===== config.mk =====
export PLATFORM = sky130hd
export DESIGN_NAME = fnm_finalize
export DESIGN_NICKNAME = d
export VERILOG_FILES = /design/src/rtl/fnm_pkg.sv /design/src/rtl/fnm_result_fix.sv /design/src/rtl/fnm_status_reg.sv /design/src/rtl/fnm_finalize.sv
export SDC_FILE = /design/constraint.sdc
export NUM_CORES = 1
export LEC_CHECK = 0
export BUFFER_PORTS_ARGS = -buffer_cell sky130_fd_sc_hd__buf_2
export CORE_MARGIN = 4
export CORE_UTILIZATION = 30
export CTS_BUF_LIST = sky130_fd_sc_hd__clkbuf_16
export DETAILED_ROUTE_END_ITERATION = 6
export PLACE_DENSITY = 0.67
export SLEW_MARGIN = 20
export SYNTH_ARGS = -nofsm -noshare
export SYNTH_HDL_FRONTEND = slang
export SYNTH_SLANG_ARGS = --single-unit

===== constraint.sdc =====
create_clock -name clk -period 6.1 [get_ports clk]
set_clock_uncertainty 0.1 [all_clocks]
set_input_delay 0.61 -clock clk [delete_from_list [all_inputs] [get_ports clk]]
set_output_delay 0.61 -clock clk [all_outputs]
set_load 0.02 [all_outputs]

===== src/rtl/fnm_pkg.sv =====
package fnm_pkg;

    localparam int DW = 64;
    localparam int SW = 32;

    typedef enum logic [1:0] {
        NK_NONE    = 2'd0,
        NK_PROP    = 2'd1,
        NK_DEFAULT = 2'd2,
        NK_QUIET   = 2'd3
    } nan_kind_e;

    localparam logic [5:0] OPC_DBL = 6'd63;
    localparam logic [5:0] OPC_SGL = 6'd59;
    localparam logic [4:0] XO_NMA  = 5'd31;

    // status bit positions (LSB numbering)
    localparam int B_FX = 31, B_FEX = 30, B_VX = 29, B_OX = 28, B_UX = 27;
    localparam int B_ZX = 26, B_XX = 25, B_VXSNAN = 24, B_VXISI = 23;
    localparam int B_VXIMZ = 20, B_FR = 18, B_FI = 17;
    localparam int B_CLS_HI = 16, B_CLS_LO = 12;
    localparam int B_VE = 7, B_OE = 6, B_UE = 5, B_ZE = 4, B_XE = 3;
    localparam int ST_LO = 8;

    localparam logic [31:0] EXC_MASK = 32'h1FF8_0700;
    localparam logic [31:0] VX_MASK  = 32'h01F8_0700;

    function automatic logic [4:0] class_code(input logic s, input logic e_max,
                                              input logic e_zero, input logic f_zero);
        if (e_max)       return f_zero ? (s ? 5'b01001 : 5'b00101) : 5'b10001;
        else if (e_zero) return f_zero ? (s ? 5'b10010 : 5'b00010)
                                       : (s ? 5'b11000 : 5'b10100);
        else             return s ? 5'b01000 : 5'b00100;
    endfunction

    function automatic logic [DW-1:0] widen_sp(input logic [SW-1:0] v);
        logic [7:0]  e;
        logic [22:0] f;
        logic [51:0] tmp;
        int          p;
        e = v[30:23];
        f = v[22:0];
        p = 0;
        if (e == 8'd0 && f == 23'd0) return {v[31], 63'd0};
        if (e == 8'hFF)              return {v[31], 11'h7FF, f, 29'd0};
        if (e != 8'd0)               return {v[31], {3'd0, e} + 11'd896, f, 29'd0};
        for (int i = 0; i < 23; i++) if (f[i]) p = i;
        tmp = {29'd0, f};
        tmp = tmp << (52 - p);
        return {v[31], 11'(874 + p), tmp};
    endfunction

endpackage


===== src/rtl/fnm_result_fix.sv =====
module fnm_result_fix
    import fnm_pkg::*;
(
    input  logic          sgl_i,
    input  nan_kind_e     kind_i,
    input  logic [DW-1:0] res_i,
    output logic [DW-1:0] res_o,
    output logic [4:0]    cls_o
);
    logic [DW-1:0] wide;
    logic          sgn;
    logic          e_max, e_zero, f_zero;

    always_comb begin
        wide = sgl_i ? widen_sp(res_i[SW-1:0]) : res_i;
        unique case (kind_i)
            NK_NONE:    sgn = ~wide[DW-1];
            NK_DEFAULT: sgn = 1'b0;
            default:    sgn = wide[DW-1];
        endcase
        res_o = {sgn, wide[DW-2:0]};
    end

    // class judged in the source precision
    always_comb begin
        if (sgl_i) begin
            e_max  = &res_i[30:23];
            e_zero = ~|res_i[30:23];
            f_zero = ~|res_i[22:0];
        end else begin
            e_max  = &res_i[62:52];
            e_zero = ~|res_i[62:52];
            f_zero = ~|res_i[51:0];
        end
        cls_o = class_code(sgn, e_max, e_zero, f_zero);
    end
endmodule


===== src/rtl/fnm_status_reg.sv =====
module fnm_status_reg
    import fnm_pkg::*;
(
    input  logic        clk,
    input  logic        rst,
    input  logic        upd_i,
    input  logic        trap_i,
    input  logic [4:0]  cls_i,
    input  logic        ox_i,
    input  logic        ux_i,
    input  logic        xx_i,
    input  logic        fr_i,
    input  logic        fi_i,
    input  logic        vxsnan_i,
    input  logic        vxisi_i,
    input  logic        vximz_i,
    input  logic [7:0]  ctrl_i,
    output logic [31:0] cur_o,
    output logic [31:0] nxt_o
);
    logic [31:ST_LO] st_q;
    logic [31:0]     old_w, nxt;

    assign old_w = {st_q, ctrl_i};

    always_comb begin
        nxt = old_w;
        if (upd_i) begin
            nxt[B_OX]     = old_w[B_OX]     | ox_i;
            nxt[B_UX]     = old_w[B_UX]     | ux_i;
            nxt[B_XX]     = old_w[B_XX]     | xx_i;
            nxt[B_VXSNAN] = old_w[B_VXSNAN] | vxsnan_i;
            nxt[B_VXISI]  = old_w[B_VXISI]  | vxisi_i;
            nxt[B_VXIMZ]  = old_w[B_VXIMZ]  | vximz_i;
            nxt[B_FR]     = fr_i;
            nxt[B_FI]     = fi_i;
            if (!trap_i) nxt[B_CLS_HI:B_CLS_LO] = cls_i;
            nxt[B_VX]  = |(nxt & VX_MASK);
            nxt[B_FEX] = (nxt[B_VX] & ctrl_i[B_VE]) | (nxt[B_OX] & ctrl_i[B_OE])
                       | (nxt[B_UX] & ctrl_i[B_UE]) | (nxt[B_ZX] & ctrl_i[B_ZE])
                       | (nxt[B_XX] & ctrl_i[B_XE]);
            nxt[B_FX]  = old_w[B_FX] | (|(nxt & ~old_w & EXC_MASK));
        end
    end

    always_ff @(posedge clk) begin
        if (rst) st_q <= '0;
        else     st_q <= nxt[31:ST_LO];
    end

    assign cur_o = old_w;
    assign nxt_o = nxt;

    a_r8_ox_sticky: assert property (@(posedge clk) disable iff (rst)
        !$fell(st_q[B_OX]));
    a_r8_vximz_sticky: assert property (@(posedge clk) disable iff (rst)
        !$fell(st_q[B_VXIMZ]));
    a_r9_fx_sticky: assert property (@(posedge clk) disable iff (rst)
        !$fell(st_q[B_FX]));
    a_r7_class_hold: assert property (@(posedge clk) disable iff (rst)
        (upd_i && trap_i) |=> $stable(st_q[B_CLS_HI:B_CLS_LO]));
    a_r1_idle_stable: assert property (@(posedge clk) disable iff (rst)
        !upd_i |=> $stable(st_q));
endmodule


===== src/rtl/fnm_finalize.sv =====
module fnm_finalize
    import fnm_pkg::*;
(
    input  logic        clk,
    input  logic        rst,
    input  logic        valid_i,
    input  logic [31:0] instr_i,
    input  logic [63:0] rnd_res_i,
    input  logic [1:0]  nan_kind_i,
    input  logic        ox_i,
    input  logic        ux_i,
    input  logic        xx_i,
    input  logic        fr_i,
    input  logic        fi_i,
    input  logic        vxsnan_i,
    input  logic        vxisi_i,
    input  logic        vximz_i,
    input  logic [7:0]  ctrl_i,
    output logic [63:0] result_o,
    output logic        result_we_o,
    output logic [31:0] fpscr_o,
    output logic [3:0]  cr1_o,
    output logic        cr1_we_o
);
    logic       is_dbl, is_sgl, accept, rc, inv_any, trap;
    logic [4:0] cls;
    logic [31:0] nxt;
    logic       unused_fields;

    assign is_dbl  = instr_i[31:26] == OPC_DBL;
    assign is_sgl  = instr_i[31:26] == OPC_SGL;
    assign accept  = valid_i && (is_dbl || is_sgl) && (instr_i[5:1] == XO_NMA);
    assign rc      = instr_i[0];
    assign inv_any = vxsnan_i | vxisi_i | vximz_i;
    assign trap    = inv_any & ctrl_i[B_VE];
    assign unused_fields = ^instr_i[25:6];

    fnm_result_fix u_fix (
        .sgl_i  (is_sgl),
        .kind_i (nan_kind_e'(nan_kind_i)),
        .res_i  (rnd_res_i),
        .res_o  (result_o),
        .cls_o  (cls)
    );

    fnm_status_reg u_stat (
        .clk      (clk),
        .rst      (rst),
        .upd_i    (accept),
        .trap_i   (trap),
        .cls_i    (cls),
        .ox_i     (ox_i),
        .ux_i     (ux_i),
        .xx_i     (xx_i),
        .fr_i     (fr_i),
        .fi_i     (fi_i),
        .vxsnan_i (vxsnan_i),
        .vxisi_i  (vxisi_i),
        .vximz_i  (vximz_i),
        .ctrl_i   (ctrl_i),
        .cur_o    (fpscr_o),
        .nxt_o    (nxt)
    );

    assign result_we_o = accept & ~trap;
    assign cr1_we_o    = accept & rc;
    assign cr1_o       = nxt[31:28];

    a_r10_cr_gate: assert property (@(posedge clk) disable iff (rst)
        !instr_i[0] |-> !cr1_we_o);
    a_r7_no_write: assert property (@(posedge clk) disable iff (rst)
        (inv_any && ctrl_i[B_VE]) |-> !result_we_o);
    a_r5_default_pos: assert property (@(posedge clk) disable iff (rst)
        (valid_i && nan_kind_i == 2'd2) |-> !result_o[63]);
    a_r1_no_accept: assert property (@(posedge clk) disable iff (rst)
        !valid_i |-> (!result_we_o && !cr1_we_o));
endmodule


==> results of run 1 <==
critical path: cells and delay by family:
kind                     cells  cell delay (ns)
AO/OA/AOI/OAI                7             2.43
adder cells (fa/ha/maj)      1             0.54
buffers and inverters        5             0.96
multiplexers                 1             0.13
AND/OR/NAND/NOR              1             0.42
metal layers:
layer | vias up | part of all wire (%) | track usage [%]
met2 | 384 | 43 | 37.2
met5 | - | 0.058 | 0
met1 | 2533 | 43 | 35.7
met4 | 2 | 2.1 | 4.66
li1 | 2631 | - | -
met3 | 34 | 12 | 6.18
metrics by stage:
stage | utilization, % | cell area [um^2] | hold WS (ns) | setup slack [ns]
2_1_floorplan | - | 4150 | 0.477 | 1.32
3_3_place_gp | 38.2 | 5090 | 0.361 | 0.410
3_5_place_dp | 38.2 | 5090 | 0.369 | 0.388
4_1_cts | 38.8 | 5170 | 0.381 | 0.375
5_1_grt | 38.8 | 5170 | 0.417 | 0.0699
6_report | 38.8 | 5170 | 0.380 | 0.269
layout make-up:
cell class	instances	area share [%]
Clock buffer	3	1.45
Tap cell	176	4.26
Sequential cell	16	6.19
Clock inverter	1	0.0726
Multi-Input combinational cell	536	64.9
Timing Repair Buffer	210	21.9
Inverter	16	1.21
where the power goes:
group | switching, uW | leakage, uW | total [uW] | internal, uW
clock network | 39.4 | 0.0000385 | 126 | 86.8
registers | 0.0253 | 0.000129 | 105 | 105
logic | 318 | 0.00219 | 496 | 178
placed cells by master (no fill, tap or decap), types with 6 or more instances in the layout:
| master | n |
|---|---|
| buf_2 | 182 |
| nor2_1 | 76 |
| nand2_1 | 75 |
| a21oi_1 | 56 |
| o21ai_0 | 51 |
| buf_4 | 27 |
| nor3_1 | 26 |
| mux2i_1 | 20 |
| dfxtp_1 | 16 |
| inv_1 | 15 |
| nand3_1 | 14 |
| nor4_1 | 13 |
| and2_1 | 11 |
| o22ai_1 | 11 |
| a22o_1 | 11 |
| o211ai_1 | 10 |
| nor2b_1 | 8 |
| mux4_2 | 8 |
| mux2_2 | 8 |
| conb_1 | 8 |
| nand4_1 | 7 |
| o31ai_1 | 7 |
| a211oi_1 | 7 |
| o21ai_1 | 7 |
| or3_1 | 6 |
| a31oi_1 | 6 |
| a221o_1 | 6 |
| a221oi_1 | 6 |
how the worst max path moves through the flow:
stage                        startpoint           end  slack (ns)  cells after the start
after floorplan           rnd_res_i[12]  result_o[46]        1.32                     16
after global placement    rnd_res_i[14]  result_o[49]        0.41                     15
after detailed placement  rnd_res_i[14]  result_o[49]        0.39                     15
after CTS                 rnd_res_i[14]  result_o[49]        0.37                     15
after global routing      rnd_res_i[14]  result_o[49]        0.07                     15
final                     rnd_res_i[14]  result_o[49]        0.27                     15
kinds of logic after synthesis:
group                    Yosys count  synth area share (%)
multiplexers                      40                  13.0
AND/OR/NAND/NOR                  256                  29.1
other                              1                0.0909
flip-flops                        16                  7.77
buffers and inverters             92                  11.7
AO/OA/AOI/OAI                    224                  36.3
XOR/XNOR                           5                  1.24
adder cells (fa/ha/maj)            3                 0.910
==> metrics, run 1 <==
top-count cell post-synth=nor2_1; H-Tree Depth=1; final std cells w/o fill=between 900 and 1000; Power Density=around 140 nW/um^2; Slowest-stage cell, CP=a222oi_1; placed instance count=~950; final WL=20.6 mm; share of the yosys chip area belonging to registers=under 10%; HPWL Detailed=roughly 16 mm; final cycle utilization of the critical path=roughly 96%; final net count=903; Clk Latency, worst-skew pair=around 0.24 ns; gr usage total=~25%; vias per inst=5.83; die area=roughly 16000 um^2; reg2reg end=u_stat.st_q[29]$_SDFF_PP0_; Initial Util=between 30% and 40%; outcome=completed; commonest register cell after synthesis=dfxtp_1; die height=~130 um; Worst Setup Path Type=in2out; setup TNS=0 ns; layout cells sized above 1=31.8%; maximum vdd drop=about 0.00011 V; TritonRoute pass-1 iters=6; Placer Congestion=around 1.0; CP Cell Sequence=buf_2 -> or3_4 -> a311oi_4 -> o21a_4 -> inv_4 -> ha_1 -> buf_4 -> mux2i_1 -> a222oi_1 -> a211o_1 -> a21oi_1 -> a2111oi_0 -> buf_4 -> a211o_1 -> buf_2; core area=roughly 13000 um^2; Fill cells=around 1500; Die Wd=between 100 and 150 um; post-synth top area share=under 10%; RSZ-0062 raised after global routing=no; initial drt markers=roughly 700; Worst Hold Depth=2; Final min period=around 6 ns; Layout area overhead=25.5%; CTS tree=built; Gates resized, CTS repair=0; num rows=42; synthesis-stage register bit count=16; Synth warnings=0; number of global-route vias before repair=around 5200; register area=around 320 um^2; Hold Vio Cnt, Final=0; antenna cells=0; Post-Syn Area per Cell=approximately 6.5 um^2; mapped cell area=roughly 4100 um^2; synth cell count leaders=77 x nor2_1, 75 x nand2_1, 56 x a21oi_1; clk buf depth=2; CP Launch Type=primary input; CTS Sinks=16; Slew Limit Fails=0; setup repair bufs after CTS=0; Worst slew margin=a little under two fifths; crit-path max FO=14; Pleak=about 0.0024 uW; number of endpoints failing setup at the final stage=0; routed len/inst=21.6 um; worst slew pin tran=roughly 0.94 ns; Clock Tree Root=clkbuf_16; Tot Pwr=about 730 uW; Vias=around 5600; Netlist cell types=76; Clk pin slew, worst setup/hold paths=about 0.05 ns; ranking of synthesized cells by area=dfxtp_1 7.8%, nor2_1 7.0%, nand2_1 6.8%; DRC viols=0; Fmax achieved=roughly 170 MHz; reg2reg path depth=3; grt ovf=0; Crit. End Element=primary output; Hold WC Path Type=reg2reg; critical path data required time=between 5 and 6 ns; hold-fix buffers at CTS=0; pin count of the biggest net entering global routing=69; reg-to-reg setup timing slack=4.58 ns; CP peak stage delay=approximately 0.61 ns; largest area contributor in the netlist=dfxtp_1; initial antenna violation count=1; Port Buf Inserts=about 180; Top Ports=about 220; Max Cap Viol=0; Arr. time, crit path=approximately 5 ns; EDFF count, synth=0; first-pass GRT wire length=between 30 and 40 mm; cts bufs inserted=3; Multi-input gate area=between 3000 and 4000 um^2; Mapped Cells=about 640; FFs w/ async S/R, synth=0%; RR Startpoint=u_stat.st_q[20]$_SDFFE_PP0P_; post-route ant nets=0
Power figures use the tool's default switching activity.
==> inputs of run 2 (changes only) <==
--- a/config.mk
+++ b/config.mk
@@ -10,8 +10,9 @@
 export CORE_UTILIZATION = 30
 export CTS_BUF_LIST = sky130_fd_sc_hd__clkbuf_16
 export DETAILED_ROUTE_END_ITERATION = 6
-export PLACE_DENSITY = 0.67
+export PLACE_DENSITY = 0.65
 export SLEW_MARGIN = 20
 export SYNTH_ARGS = -nofsm -noshare
 export SYNTH_HDL_FRONTEND = slang
+export SYNTH_HIERARCHICAL = 1
 export SYNTH_SLANG_ARGS = --single-unit
==> constraint.sdc (replaced) <==
create_clock -name clk -period 6.1 [get_ports clk]
set_clock_uncertainty 0.1 [all_clocks]
set_input_delay 0.915 -clock clk [delete_from_list [all_inputs] [get_ports clk]]
set_output_delay 0.915 -clock clk [all_outputs]
set_load 0.02 [all_outputs]
==> run 2 against run 1 <==
- sequential power about the same
- sequential share of layout area decreased by 0.62 points
- first-iteration DRC count increased by 25%
- power increased by 4.4%
- synthesized cell count increased by 8.5%
- sequential cell count unchanged
- cell area increased by 11%
- hold slack got worse by 0.011 ns
- clock power about the same
- routed wire length increased by 7.9%
- clock-buffer cell count unchanged
- utilization decreased by 1.0 points
==> metrics, run 2 <==
outcome=completed (unchanged); largest registers=u_stat/st_q: 16 flops; max reg flops=16; Initial Util=30.8% (was 30.9%); num rows=45 (was 42); Synth warnings=6 (was 0); Top Ports=219 (unchanged); Clk Latency, worst-skew pair=0.24 ns (about the same); Fmax achieved=172 MHz (was 171 MHz); RSZ-0062 raised after global routing=no (unchanged); final net count=947 (was 903); Hold WC Path Type=reg2reg (unchanged); register area=320 um^2 (unchanged); post-route ant nets=0 (unchanged); Vias=6337 (was 5584); Fill cells=1648 (was 1508); Arr. time, crit path=4.81 ns (was 5.12 ns); CTS Sinks=16 (unchanged); Mapped Cells=691 (was 637); WHS=0.369 ns (was 0.380 ns); Layout area overhead=22.4% (was 25.5%); die area=17700 um^2 (was 15700 um^2); Multi-input gate area=3840 um^2 (was 3360 um^2); Worst Setup Path Type=in2out (unchanged); final WL=22.3 mm (was 20.6 mm); die height=133 um (was 125 um); setup TNS=0 ns (unchanged); antenna cells=0 (unchanged); DRC viols=0 (unchanged); Clk pin slew, worst setup/hold paths=0.05 ns (about the same); initial drt markers=879 (was 701); commonest non-fill, non-tap cell in the layout=buf_2 (unchanged); Die Wd=133 um (was 125 um); initial antenna violation count=1 (unchanged); Worst Hold Depth=2 (unchanged); commonest non-fill, non-tap cells in the layout=182 x buf_2, 67 x nor2_1, 58 x nand2_1 (was 182 x buf_2, 76 x nor2_1, 75 x nand2_1); first-pass GRT wire length=33.2 mm (was 31.1 mm); mapped cell area=4700 um^2 (was 4120 um^2); critical path data required time=5.08 ns (was 5.39 ns); clk buf depth=2 (unchanged); H-Tree Depth=1 (unchanged); Worst slew margin=37.7% (was 37.0%); placed instance count=1034 (was 954); Hold Vio Cnt, Final=0 (unchanged); setup repair bufs after CTS=0 (unchanged); Final min period=5.82 ns (was 5.83 ns); maximum vdd drop=0.0000736 V (was 0.000111 V); number of endpoints failing setup at the final stage=0 (unchanged); number of global-route vias before repair=5664 (was 5237); core area=15300 um^2 (was 13300 um^2); cts bufs inserted=3 (unchanged); gr usage total=23.0% (was 24.6%); final cycle utilization of the critical path=95.4% (was 95.6%); grt ovf=0 (unchanged); CP Launch Type=primary input (unchanged); hold-fix buffers at CTS=0 (unchanged); Slew Limit Fails=0 (unchanged); crit-path max FO=38 (was 14); Post-Syn Area per Cell=6.80 um^2 (was 6.47 um^2); reg2reg path depth=4 (was 3); HPWL Detailed=17.2 mm (was 16.4 mm); Clock Tree Root=clkbuf_16 (unchanged); TritonRoute pass-1 iters=6 (unchanged); Tot Pwr=759 uW (was 727 uW); Placer Congestion=0.961 (was 1.00); Port Buf Inserts=182 (unchanged); vias per inst=6.11 (was 5.83); Gates resized, CTS repair=0 (unchanged); layout cells sized above 1=33.1% (was 31.8%); routed len/inst=21.5 um (was 21.6 um); largest register by flop count=u_stat/st_q; placed cell area=5680 um^2 (was 5090 um^2); Pleak=0.00256 uW (was 0.00236 uW); worst slew pin tran=0.922 ns (was 0.938 ns); Max Cap Viol=0 (unchanged); post-route cell area=5750 um^2 (was 5170 um^2); final std cells w/o fill=1038 (was 958); pin count of the biggest net entering global routing=54 (was 69); CTS tree=built (unchanged); Crit. End Element=primary output (unchanged); Power Density=132 nW/um^2 (was 141 nW/um^2)
-- run 2: metrics by stage --
step / utilization (%) / worst slack, ns
after floorplan: - / 0.588
after global placement: 37.2 / 0.402
after detailed placement: 37.2 / 0.400
after CTS: 37.7 / 0.396
after global routing: 37.7 / 0.0558
final: 37.7 / 0.280
-- run 2: layer usage --
| metal | up-vias | routed length (um) | part of all wire (%) | global-route usage [%] |
|---|---|---|---|---|
| met3 | 44 | 3000 | 13 | 4.04 |
| met1 | 2933 | 9240 | 41 | 34.1 |
| met2 | 516 | 9570 | 43 | 35.0 |
| met4 | 2 | 455 | 2.0 | 4.29 |
| li1 | 2842 | - | - | - |
| met5 | - | 7 | 0.031 | 0 |
-- run 2: final cells by class --
class / instances / area share, %
inverter: 27 / 1.76
tap: 211 / 4.59
sequential: 16 / 5.57
timing repair buffer: 212 / 20.0
multi-input combinational: 568 / 66.8
clock inverter: 1 / 0.0652
clock buffer: 3 / 1.30
-- run 2: path summary, 6_finish.rpt --
check	to	slack, ns	startpoint
worst max-delay path	result_o[44]	0.28	rnd_res_i[2]
worst min-delay path	u_stat/st_q[31]$_SDFF_PP0_	0.37	u_stat/st_q[31]$_SDFF_PP0_
worst max register to register	u_stat/st_q[30]$_SDFF_PP0_	4.83	u_stat/st_q[23]$_SDFF_PP0_
worst min register to register	u_stat/st_q[31]$_SDFF_PP0_	0.37	u_stat/st_q[31]$_SDFF_PP0_
-- run 2: critical path, cell delays in order --
cell and delay [ns]:
buf_2 0.22, nor2_1 0.08, o311ai_1 0.33, nand3_1 0.18, a21oi_1 0.24, inv_1 0.20, ha_1 0.39, buf_12 0.22
nor4_1 0.10, o2111ai_1 0.13, o41ai_1 0.10, a211oi_1 0.40, a21oi_1 0.23, mux2i_1 0.45, a21oi_1 0.18, a21oi_1 0.22
buf_2 0.20
-- run 2: report_power, final --
group	internal, uW	leakage, uW	switching, uW	total (uW)
clock network	86.9	0.0000385	40.1	127
registers	105	0.000129	0.0222	105
logic	184	0.00240	343	527
==> inputs of run 3 (changes only) <==
--- a/config.mk
+++ b/config.mk
@@ -10,6 +10,7 @@
 export CORE_UTILIZATION = 30
 export CTS_BUF_LIST = sky130_fd_sc_hd__clkbuf_16
 export DETAILED_ROUTE_END_ITERATION = 6
+export GPL_TIMING_DRIVEN = 0
 export PLACE_DENSITY = 0.65
 export SLEW_MARGIN = 20
 export SYNTH_ARGS = -nofsm -noshare
==> run 3 against run 2 <==
- via count increased by 6.5%
- non-clock buffer count is 53 higher
- global-route usage increased by 3.5 points
- routed wire length grew 13%
- critical endpoint is now result_o[48]
- clock power barely moved
- first-iteration DRC count increased by 21%
- largest power group unchanged
- power grew 6.1%
- sequential cell count stayed put
- cell count up 5.1%
==> metrics, run 3 (synthesis gave the netlist of run 2 again) <==
die height=133 um (unchanged); Clk Latency, worst-skew pair=0.24 ns (about the same); Final min period=5.92 ns (was 5.82 ns); Fill cells=1709 (was 1648); Hold Vio Cnt, Final=0 (unchanged); Power Density=133 nW/um^2 (was 132 nW/um^2); Setup WS pre-CTS=-0.706 ns (was 0.400 ns); reg2reg path depth=4 (unchanged); final net count=1000 (was 947); Worst path depth=16 (was 17); Top Ports=219 (unchanged); Max Cap Viol=0 (unchanged); WHS Endpoint=u_stat/st_q[31]$_SDFF_PP0_ (unchanged); CP Launch Type=primary input (unchanged); pin count of the biggest net entering global routing=11 (was 54); Clk pin slew, worst setup/hold paths=0.05 ns (about the same); largest registers=u_stat/st_q: 16 flops (unchanged); maximum vdd drop=0.0000960 V (was 0.0000736 V); layout cells sized above 1=34.9% (was 33.1%); num rows=45 (unchanged); CTS tree=built (unchanged); Clock Tree Root=clkbuf_16 (unchanged); Placer Congestion=1.04 (was 0.961); commonest non-fill, non-tap cell in the layout=buf_2 (unchanged); Slew Limit Fails=0 (unchanged); H-Tree Depth=1 (unchanged); cts bufs inserted=3 (unchanged); core area=15300 um^2 (unchanged); hold-fix buffers at CTS=0 (unchanged); vias per inst=6.19 (was 6.11); TritonRoute pass-1 iters=6 (unchanged); Initial Util=30.8% (unchanged); setup TNS=0 ns (unchanged); Vias=6752 (was 6337); post-route ant nets=0 (unchanged); routed len/inst=23.2 um (was 21.5 um); RR Startpoint=u_stat/st_q[23]$_SDFF_PP0_ (unchanged); CP peak stage delay=0.49 ns (was 0.45 ns); Crit. End Element=primary output (unchanged); number of global-route vias before repair=6215 (was 5664); placed cell area=5880 um^2 (was 5680 um^2); worst setup margin=0.179 ns (was 0.280 ns); final cycle utilization of the critical path=97.1% (was 95.4%); gr usage total=26.5% (was 23.0%); outcome=completed (unchanged); initial drt markers=1064 (was 879); initial antenna violation count=0 (was 1); CP Cell Sequence=buf_2 -> nand2b_1 -> a221oi_4 -> o211ai_2 -> a21oi_4 -> inv_2 -> buf_6 -> ha_1 -> clkbuf_4 -> buf_2 -> clkbuf_4 -> o211ai_1 -> o211ai_1 -> a2111oi_1 -> nor3_1 -> buf_2 (was buf_2 -> nor2_1 -> o311ai_1 -> nand3_1 -> a21oi_1 -> inv_1 -> ha_1 -> buf_12 -> nor4_1 -> o2111ai_1 -> o41ai_1 -> a211oi_1 -> a21oi_1 -> mux2i_1 -> a21oi_1 -> a21oi_1 -> buf_2); Fmax achieved=169 MHz (was 172 MHz); crit-path max FO=10 (was 38); critical path data required time=5.08 ns (about the same); Worst Setup Path Type=in2out (unchanged); HP Start=u_stat/st_q[31]$_SDFF_PP0_ (unchanged); Worst Path Buf+Inv=7 (was 4); commonest non-fill, non-tap cells in the layout=201 x buf_2, 67 x nor2_1, 58 x nand2_1 (was 182 x buf_2, 67 x nor2_1, 58 x nand2_1); clk buf depth=2 (unchanged); post-route cell area=6070 um^2 (was 5750 um^2); DRC viols=0 (unchanged); antenna cells=0 (unchanged); grt ovf=0 (unchanged); most numerous cell on the critical path=buf_2 (was a21oi_1); CTS Sinks=16 (unchanged); reg2reg end=u_stat/st_q[30]$_SDFF_PP0_ (unchanged); Arr. time, crit path=4.91 ns (was 4.81 ns); Die Wd=133 um (unchanged); die area=17700 um^2 (unchanged); final WL=25.3 mm (was 22.3 mm); Hold WC Path Type=reg2reg (unchanged); Crit path max-delay family=compound AO/OA/AOI/OAI gates (unchanged); Pleak=0.00270 uW (was 0.00256 uW); Worst Hold Depth=2 (unchanged); Layout area overhead=29.1% (was 22.4%); Worst slew margin=41.9% (was 37.7%); first-pass GRT wire length=37.4 mm (was 33.2 mm); Slowest-stage cell, CP=a2111oi_1 (was mux2i_1); largest register by flop count=u_stat/st_q (unchanged); reg-to-reg setup timing slack=4.71 ns (was 4.83 ns); number of endpoints failing setup at the final stage=0 (unchanged); Port Buf Inserts=178 (was 182); HPWL Detailed=19.9 mm (was 17.2 mm); worst slew pin tran=0.865 ns (was 0.922 ns); max reg flops=16 (unchanged)
[run 3: cell count changes in the layout (fill, tap and decap cells not counted), moves of 2 or more]
cell,previous run,this run
a211oi_1,5,3
buf_2,182,201
buf_4,29,22
buf_6,0,5
clkbuf_1,0,29
clkbuf_2,0,5
clkbuf_4,0,2
mux2i_1,34,32
mux2i_2,0,2
o311ai_1,4,2
o311ai_2,0,3
[run 3: final cells by class]
| type | count | area (um^2) | share of cell area, % |
|---|---|---|---|
| multi-input combinational | 568 | 3920 | 64.6 |
| timing repair buffer | 179 | 898 | 14.8 |
| buffer | 86 | 482 | 7.94 |
| sequential | 16 | 320 | 5.28 |
| tap | 211 | 264 | 4.35 |
| inverter | 27 | 105 | 1.73 |
| clock buffer | 3 | 75.1 | 1.24 |
| clock inverter | 1 | 3.75 | 0.0619 |
[run 3: per-stage QoR]
step	util (%)	power (uW)	instances	hold slack, ns
final	39.8	805	1091	0.368
after global routing	39.8	839	1091	0.400
after CTS	39.4	775	1091	0.369
after detailed placement	38.5	639	1087	0.362
after global placement	38.5	643	1087	0.354
after floorplan	-	450	698	0.444
[run 3: layer usage]
metal  routed length (um)  GRT usage [%]  vias up
met1                10200           37.4     3159
met2                10800           40.3      552
li1                     -              -     2961
met5                    0              0        -
met4                  845           7.20        0
met3                 3410           6.50       80
[run 3: what timing repair did]
| item | CTS | global route |
|---|---|---|
| buffers inserted | 0 | 1 |
| resized for setup | 15 | 17 |
| pin swaps | 0 | 1 |
| endpoints found under the hold margin | 0 | 0 |
| endpoints found under the setup margin | 35 | 27 |
[run 3: report_power, final]
| group | internal [uW] | switching [uW] |
|---|---|---|
| registers | 105 | 0.0237 |
| logic | 198 | 376 |
| clock network | 86.8 | 39.4 |
| total | 390 | 415 |
[run 3: worst max-delay path by stage]
stage,end,startpoint
6_report,result_o[48],rnd_res_i[1]
5_1_grt,result_o[48],rnd_res_i[16]
4_1_cts,result_o[40],rnd_res_i[1]
3_5_place_dp,result_o[44],rnd_res_i[6]
3_3_place_gp,result_o[44],rnd_res_i[6]
2_1_floorplan,result_o[48],rnd_res_i[20]
[run 3: tightest hold or removal path, stage by stage (launching register included)]
cell and delay (ns):
dfxtp_1 0.30, inv_1 0.06, a21oi_1 0.06
